<file path="config.mk">
export PLATFORM = sky130hd
export DESIGN_NAME = ext_irq_selector
export DESIGN_NICKNAME = d
export VERILOG_FILES = /design/src/rtl/ext_irq_pkg.sv /design/src/rtl/pin_sync.sv /design/src/rtl/chan_unit.sv /design/src/rtl/ext_irq_selector.sv
export SDC_FILE = /design/constraint.sdc
export NUM_CORES = 1
export LEC_CHECK = 0
export CORE_AREA = 2 2 147 149
export DETAILED_ROUTE_END_ITERATION = 8
export DIE_AREA = 0 0 149 151
export HOLD_SLACK_MARGIN = 0.06
export PLACE_DENSITY = 0.47
export SYNTH_ARGS = -nofsm -noshare
export SYNTH_HDL_FRONTEND = slang
export SYNTH_HIERARCHICAL = 1
export SYNTH_SLANG_ARGS = --single-unit
</file>
<file path="constraint.sdc">
create_clock -name clk -period 3 [get_ports clk]
set_input_delay 0.6 -clock clk [delete_from_list [all_inputs] [get_ports clk]]
set_output_delay 0.6 -clock clk [all_outputs]
set_load 0.02 [all_outputs]
</file>
<file path="src/rtl/ext_irq_pkg.sv">
package ext_irq_pkg;

    localparam int NUM_CH = 5;
    localparam int PIN_W  = 32;
    localparam int CTRL_W = 16;

    typedef enum logic [1:0] {
        EDGE_FALL     = 2'b00,
        EDGE_RISE     = 2'b01,
        EDGE_FALL_ALT = 2'b10,
        EDGE_ANY      = 2'b11
    } edge_mode_e;

    typedef struct packed {
        logic [11:0] spare;
        edge_mode_e  mode;
        logic        spare1;
        logic        enable;
    } chan_ctrl_t;

    function automatic logic edge_match(edge_mode_e mode, logic prev, logic cur);
        logic rise;
        logic fall;
        rise = !prev && cur;
        fall = prev && !cur;
        case (mode)
            EDGE_RISE: edge_match = rise;
            EDGE_ANY:  edge_match = rise || fall;
            default:   edge_match = fall;
        endcase
    endfunction

endpackage

</file>
<file path="src/rtl/pin_sync.sv">
module pin_sync #(
    parameter int WIDTH = 32
) (
    input  logic             clk,
    input  logic             rst,
    input  logic [WIDTH-1:0] d,
    output logic [WIDTH-1:0] q
);
    logic [WIDTH-1:0] stage1;

    always_ff @(posedge clk) begin
        if (rst) begin
            stage1 <= '0;
            q      <= '0;
        end else begin
            stage1 <= d;
            q      <= stage1;
        end
    end
endmodule

</file>
<file path="src/rtl/chan_unit.sv">
module chan_unit
    import ext_irq_pkg::*;
#(
    parameter int PIN_W = 32,
    localparam int SEL_W = $clog2(PIN_W)
) (
    input  logic             clk,
    input  logic             rst,
    input  logic [PIN_W-1:0] pins_s,
    input  logic [SEL_W-1:0] sel,
    input  logic             enable,
    input  edge_mode_e       mode,
    input  logic             irq_ack,
    input  logic             dma_ack,
    output logic             event_q
);
    logic             cur;
    logic             prev_q;
    logic [SEL_W-1:0] sel_q;
    logic             sel_chg;
    logic             hit;
    logic             ack;

    assign cur     = pins_s[sel];
    assign sel_chg = (sel != sel_q);
    assign hit     = enable && !sel_chg && edge_match(mode, prev_q, cur);
    assign ack     = irq_ack || dma_ack;

    always_ff @(posedge clk) begin
        if (rst) begin
            prev_q  <= 1'b0;
            sel_q   <= '0;
            event_q <= 1'b0;
        end else begin
            prev_q <= cur;
            sel_q  <= sel;
            if (hit)
                event_q <= 1'b1;
            else if (ack)
                event_q <= 1'b0;
        end
    end

    // a new event needs the enable bit in the detecting cycle
    a_r3_rise_needs_enable: assert property (@(posedge clk) disable iff (rst)
        $rose(event_q) |-> $past(enable));

    // a select switch cycle never produces a new event
    a_r6_sel_switch_quiet: assert property (@(posedge clk) disable iff (rst)
        sel_chg |=> !$rose(event_q));

    // acknowledge without a competing edge clears the flag
    a_r7_ack_clears: assert property (@(posedge clk) disable iff (rst)
        (ack && !hit) |=> !event_q);

    // a detected edge always leaves the flag set
    a_r8_edge_wins: assert property (@(posedge clk) disable iff (rst)
        hit |=> event_q);

endmodule

</file>
<file path="src/rtl/ext_irq_selector.sv">
module ext_irq_selector
    import ext_irq_pkg::*;
#(
    parameter int N_CH = NUM_CH,
    parameter int N_PIN = PIN_W,
    localparam int SEL_W = $clog2(N_PIN)
) (
    input  logic                    clk,
    input  logic                    rst,
    input  logic [N_PIN-1:0]        pins,
    input  logic [N_CH*SEL_W-1:0]   sel_flat,
    input  logic [N_CH*CTRL_W-1:0]  ctrl_flat,
    input  logic [N_CH-1:0]         irq_ack,
    input  logic [N_CH-1:0]         dma_ack,
    output logic [N_CH-1:0]         irq_req,
    output logic [N_CH-1:0]         dma_req
);
    logic [N_PIN-1:0] pins_s;
    logic [N_CH-1:0]  evt;
    logic [N_CH-1:0]  unused_spare_bits;

    pin_sync #(.WIDTH(N_PIN)) u_sync (
        .clk (clk),
        .rst (rst),
        .d   (pins),
        .q   (pins_s)
    );

    for (genvar i = 0; i < N_CH; i++) begin : g_ch
        chan_ctrl_t ctrl_i;
        assign ctrl_i = chan_ctrl_t'(ctrl_flat[i*CTRL_W +: CTRL_W]);
        assign unused_spare_bits[i] = ^{ctrl_i.spare, ctrl_i.spare1};

        chan_unit #(.PIN_W(N_PIN)) u_ch (
            .clk     (clk),
            .rst     (rst),
            .pins_s  (pins_s),
            .sel     (sel_flat[i*SEL_W +: SEL_W]),
            .enable  (ctrl_i.enable),
            .mode    (ctrl_i.mode),
            .irq_ack (irq_ack[i]),
            .dma_ack (dma_ack[i]),
            .event_q (evt[i])
        );
    end

    assign irq_req = evt;
    assign dma_req = evt;

    // outputs are clear on the first cycle after reset
    a_r1_reset_clear: assert property (@(posedge clk)
        rst |=> (irq_req == '0 && dma_req == '0));

endmodule

</file>
* Word-level counts from Yosys, hierarchy flattened
Index checks and enable logic that the tools add are counted.
Word-level totals: flip-flop bits (word level) 99, input port bits 149, output and inout port bits 10, logic and storage cells 112
Operators by class: magnitude comparators 5, equal/unequal tests 15, mux-type cells 25, reductions and logical operators 50
Operators with widths (number):
- less-than comparator 5 x 6 -> 1 bit, second input constant | 5
- binary-select mux 1 bit (select 5 bit) | 5
- inequality test 5 bit | 5
- logical AND 1 bit | 20
- logical NOT 1 bit | 15
- two-way mux 1 bit | 15
- == test 2 x 1 -> 1 bit, second input constant | 5
- == test 2 bit, second input constant | 5
- logical OR 1 bit | 10
- one-hot mux 1 bit (2 select lines) | 5
- nonzero test 2 bit | 5

* Logic depth before layout (Yosys ltp)
Gate-level depths: netlist of run 1.
word-level depth 8, gate-level depth with buffers 12, depth with buffers taken out 11

* Modules after synthesis
The synthesis of run 1 kept the hierarchy.
By module, submodules not included:
- chan_unit at g_ch[0].u_ch ... | times used 4, cells an instance 70, area each 639.4 sq um, sequential area each 140.1 sq um
- pin_sync | times used 1, cells an instance 135, area each 1918.1 sq um, sequential area each 1281.2 sq um
- chan_unit at g_ch[1].u_ch | times used 1, cells an instance 71, area each 641.9 sq um, sequential area each 140.1 sq um
- ext_irq_selector | times used 1, cells an instance 5, area each 37.5 sq um, sequential area each 0.0 sq um

* Least setup slack after synthesis of run 1
OpenSTA, ideal clock, no wires.
path type input to register, start point in sel_flat[1], end point reg g_ch[0].u_ch.event_q, setup time 117 ps, arrival time 2230 ps, required time 2883 ps, setup slack 653 ps, cell stages on the path 11, buffers on the path 1, cell sequence buf_6 mux2i_1 a211o_1 a211oi_2 a31oi_2 and3_1 ha_1 a21oi_1 mux2_2 nand4_1 a21oi_1
Between the ends: cells in the longest elaborated chain, start to end 8, elaborated cells on any way between the ends 13, classes of those cells eq/ne: 1; mux: 4; reduce/logical: 8
Ends and longest elaborated chain:
- from (decl) | line ext_irq_selector.sv:11 | input logic [N_CH*SEL_W-1:0] sel_flat,
- binary-select mux 1 bit (select 5 bit) | line chan_unit.sv:24 | assign cur = pins_s[sel];
- two-way mux 1 bit (not written as such) | line chan_unit.sv:24
- logical NOT 1 bit | line ext_irq_pkg.sv:25 | fall = prev && !cur;
- logical AND 1 bit | line ext_irq_pkg.sv:25
- logical OR 1 bit | line ext_irq_pkg.sv:28 | EDGE_ANY: edge_match = rise || fall;
- one-hot mux 1 bit (2 select lines) | line ext_irq_pkg.sv:26 | case (mode)
- logical AND 1 bit * | line chan_unit.sv:26 | assign hit = enable && !sel_chg && edge_match(mode, prev_q, cur);
- two-way mux 1 bit or nonzero test 2 bit (tied branches)
- to (signal assigned) | line chan_unit.sv:33 | event_q <= 1'b0;
- to (signal assigned) | line chan_unit.sv:38 | event_q <= 1'b1;
- to (signal assigned) | line chan_unit.sv:40 | event_q <= 1'b0;
- to (decl) | line chan_unit.sv:15 | output logic event_q
Mark *: on every way between the ends. The rest lies on a longest branch, timed or not. The select of a mux whose other input is x is not followed. A chain may end at the register's enable or synchronous reset.

* Worst setup path in the final report of run 1
start point in sel_flat[17], end point reg g_ch[3].u_ch.event_q
Between the ends: cells in the longest elaborated chain, start to end 8, elaborated cells on any way between the ends 13, classes of those cells eq/ne: 1; mux: 4; reduce/logical: 8
Ends and longest elaborated chain (line):
- binary-select mux 1 bit (select 5 bit) | chan_unit.sv:24
- two-way mux 1 bit (not written as such) | chan_unit.sv:24
- logical NOT 1 bit | ext_irq_pkg.sv:25
- logical AND 1 bit | ext_irq_pkg.sv:25
- logical OR 1 bit | ext_irq_pkg.sv:28
- one-hot mux 1 bit (2 select lines) | ext_irq_pkg.sv:26
- logical AND 1 bit * | chan_unit.sv:26
- two-way mux 1 bit or nonzero test 2 bit (tied branches)
- to (signal assigned) | chan_unit.sv:33
- to (signal assigned) | chan_unit.sv:38
- to (signal assigned) | chan_unit.sv:40
- to (decl) | chan_unit.sv:15
Marks and branches as above.

==> results.sh, run 1 <==
export IMPL_crit_buf_inv=1
export IMPL_pwr_share_clk=0.365
export IMPL_critPathLaunchType="input pin"
export IMPL_status="complete, no violations"
export IMPL_syn_inst=491
export IMPL_antenna_found_initial=0
export IMPL_postCtsSetupRepairBufs=0
export IMPL_syn_avg_cell_area_um2=10.50
export IMPL_grt_pass1_wl_um=21050
export IMPL_p_leak_nw=2.672
export IMPL_layout_common_cells="99 x dfxtp_1, 92 x clkdlybuf4s50_1, 61 x mux2i_1, 60 x nor2b_2, 44 x nor2b_1"
export IMPL_internal_power_mw=2.277
export IMPL_grt_pass1_vias=3832
export IMPL_n_antenna_cell=0
export IMPL_hold_class="flip-flop to flip-flop"
export IMPL_peakVddDrop_uv=229.2
export IMPL_crit_path_cell_trace="clkdlybuf4s50_1 > nor2b_1 > a211o_1 > a211oi_2 > a31oi_2 > and3_1 > ha_1 > a21oi_1 > mux2_2 > nand4_1 > a21oi_1"
export IMPL_synthFlopType="dfxtp_1"
export IMPL_synthArstFlopShare=0
export IMPL_gr_usage_all_layers=0.1245
export IMPL_clk_latency_ns=0.35
export IMPL_cts_hold_buffers=0
export IMPL_p_seq_frac=0.468
export IMPL_max_stage_delay_ns=0.60
export IMPL_slew_viol_final=0
export IMPL_power_switching_mw=0.7918
export IMPL_combPwrFrac=0.167
export IMPL_critPathRequiredTime_ns=3.28
export IMPL_place_gp_congestion=0.8759
export IMPL_end_kind="flip-flop"
export IMPL_dieWidth_um=149
export IMPL_via_per_inst=4.287
export IMPL_tightest_slew_ns=0.5423
export IMPL_post_route_min_period_ns=2.737
export IMPL_ys_seq_area_frac=0.3845
export IMPL_cts_resized=0
export IMPL_dp_hpwl_um=10200
export IMPL_die_h_um=151
export IMPL_fin_worst_skew_ns=0.009949
export IMPL_dp_cells=869
export IMPL_drt_initial_drc_count=90
export IMPL_crit_family="compound AO/OA/AOI/OAI gates"
export IMPL_power_density_nw_per_um2=452.1
export IMPL_vias=3794
export IMPL_grt_setup_unrepaired="no"
export IMPL_area_growth_pct=31.65
export IMPL_die_area_um2=22500
export IMPL_cp_max_fo=6
export IMPL_dpl_cell_area_um2=6494
export IMPL_syn_area_um2=5155
export IMPL_start_util=0.2476
export IMPL_mostFrequentLayoutCell="dfxtp_1"
export IMPL_drv_cap=0
export IMPL_clock_path_buffers=2
export IMPL_ios=159
export IMPL_cts_tree="yes"
export IMPL_cts_buffers=9
export IMPL_final_area_um2=6787
export IMPL_hold_viol=0
export IMPL_core_area_um2=20820
export IMPL_clock_sinks=99
export IMPL_io_buffers=93
export IMPL_arrival_ns=3.01
export IMPL_finalCritPeriodShare=0.9122
export IMPL_fin_cells=885
export IMPL_fin_nets=764
export IMPL_htree_levels=3
export IMPL_synth_seq_cells=99
export IMPL_overflow=0
export IMPL_cts_clk_slew_worst_paths_ns=0.07
export IMPL_drt_wl_total_um=13510
export IMPL_relSlewSlack=0.6385
export IMPL_setup_violations=0
export IMPL_netSwitchingFraction=0.2580
export IMPL_drc=0
export IMPL_dr_pass1_iters=4
export IMPL_synth_enable_flop_cells=0
export IMPL_critPathKind="input pin to flip-flop"
export IMPL_cpMostUsedCell="a21oi_1"
export IMPL_drive_gt1_frac=0.2344
export IMPL_crit_slowest_cell="clkdlybuf4s50_1"
export IMPL_cts_root_buf="clkbuf_16"
export IMPL_grt_max_degree=39
export IMPL_wl_per_cell_um=15.26
export IMPL_syn_nets=650
export IMPL_rows=53
export IMPL_yosys_warnings=6
export IMPL_fmax_ghz=0.3654
export IMPL_fillers=2147
export IMPL_ant_nets=0
export IMPL_synth_cell_types=29
export IMPL_hold_ws_ns=0.4445
## metal layers
metal  wire, um  vias up  part of all wire  GRT usage
met5          0        -                 0          0
met4        393        0             0.029    0.05619
met3        663       24             0.049    0.02500
met2       6291      104              0.47     0.2053
met1       6160     1726              0.46     0.1573
li1           -     1940                 -          -
## final timing paths
kind,slack (ns),depth (start not counted),to,from
max reg2reg,0.71,10,g_ch[3].u_ch/event_q,u_sync/q[6]
max,0.26,11,g_ch[3].u_ch/event_q,sel_flat[17]
min,0.44,1,u_sync/q[23],u_sync/stage1[23]
min reg2reg,0.44,1,u_sync/q[23],u_sync/stage1[23]
## cell families (layout without fill, tap and decap cells)
group	Yosys count	in the layout	synth area share
flops	99	99	0.3845
mux	80	80	0.1636
compound gates	80	80	0.1189
fa+ha+maj	10	10	0.02427
simple gates	169	169	0.2160
xor+xnor	25	25	0.04248
buf+inv	28	147	0.05024
## synth_stat cells, types with 6 or more instances
cell type / count / share of area
dfxtp_1: 99 / 0.38
mux2i_1: 61 / 0.12
nor2b_2: 60 / 0.10
nor2b_1: 44 / 0.053
a21oi_1: 30 / 0.029
nand2_1: 20 / 0.015
xor2_1: 20 / 0.034
buf_6: 15 / 0.033
nor2_1: 15 / 0.011
mux2_2: 14 / 0.031
a22oi_1: 10 / 0.015
ha_1: 10 / 0.024
nand2b_1: 10 / 0.012
o211ai_1: 10 / 0.015
inv_1: 6 / 0.0044
## through the flow
| stage | utilization | TNS [ns] | setup WS, ns | total power, mW |
|---|---|---|---|---|
| floorplan | - | 0 | 0.6532 | 1.747 |
| global placement | 0.3119 | -0.1566 | -0.05570 | 1.978 |
| detailed placement | 0.3119 | -0.2485 | -0.06574 | 1.983 |
| CTS | 0.3259 | 0 | 0.3077 | 3.120 |
| global route | 0.3259 | 0 | 0.1120 | 3.231 |
| finish | 0.3259 | 0 | 0.2633 | 3.069 |
## worst reg2reg max path, stage by stage, from the launching register on
cell      delay (ns)
dfxtp_1         0.49
mux2i_1         0.13
a211o_1         0.31
a211oi_2        0.18
a31oi_2         0.08
and3_1          0.21
ha_1            0.29
a21oi_1         0.15
mux2_2          0.16
nand4_1         0.08
a21oi_1         0.13
## power by group through the flow
stage	combinational (mW)	sequential, mW	clock (mW)
2_1_floorplan	0.312	1.44	0
3_3_place_gp	0.512	1.47	0
3_5_place_dp	0.516	1.47	0
4_1_cts	0.520	1.44	1.16
5_1_grt	0.568	1.44	1.22
6_report	0.513	1.44	1.12
## state kept, by name (all words and copies together) (netlist names)
register	count
u_sync/q	32
u_sync/stage1	32
g_ch.u_ch/sel_q	25
g_ch.u_ch/event_q	5
g_ch.u_ch/prev_q	5
## layout make-up
class                           count  area [um2]  area share
Multi-Input combinational cell    364        2914      0.4294
Sequential cell                    99        1982      0.2920
Timing Repair Buffer              125        1231      0.1814
Tap cell                          275       344.1     0.05070
Clock buffer                       10       239.0     0.03521
Clock inverter                      6       53.80    0.007928
Inverter                            6       22.52    0.003319
Power figures use the tool's default switching activity.
==> run 2, diff against run 1 <==
Settings changed: ABC_CLOCK_PERIOD_IN_PS from default to 3000.
==> results of run 2 <==
No change in the layout: final DEF, timing and power equal those of run 1.
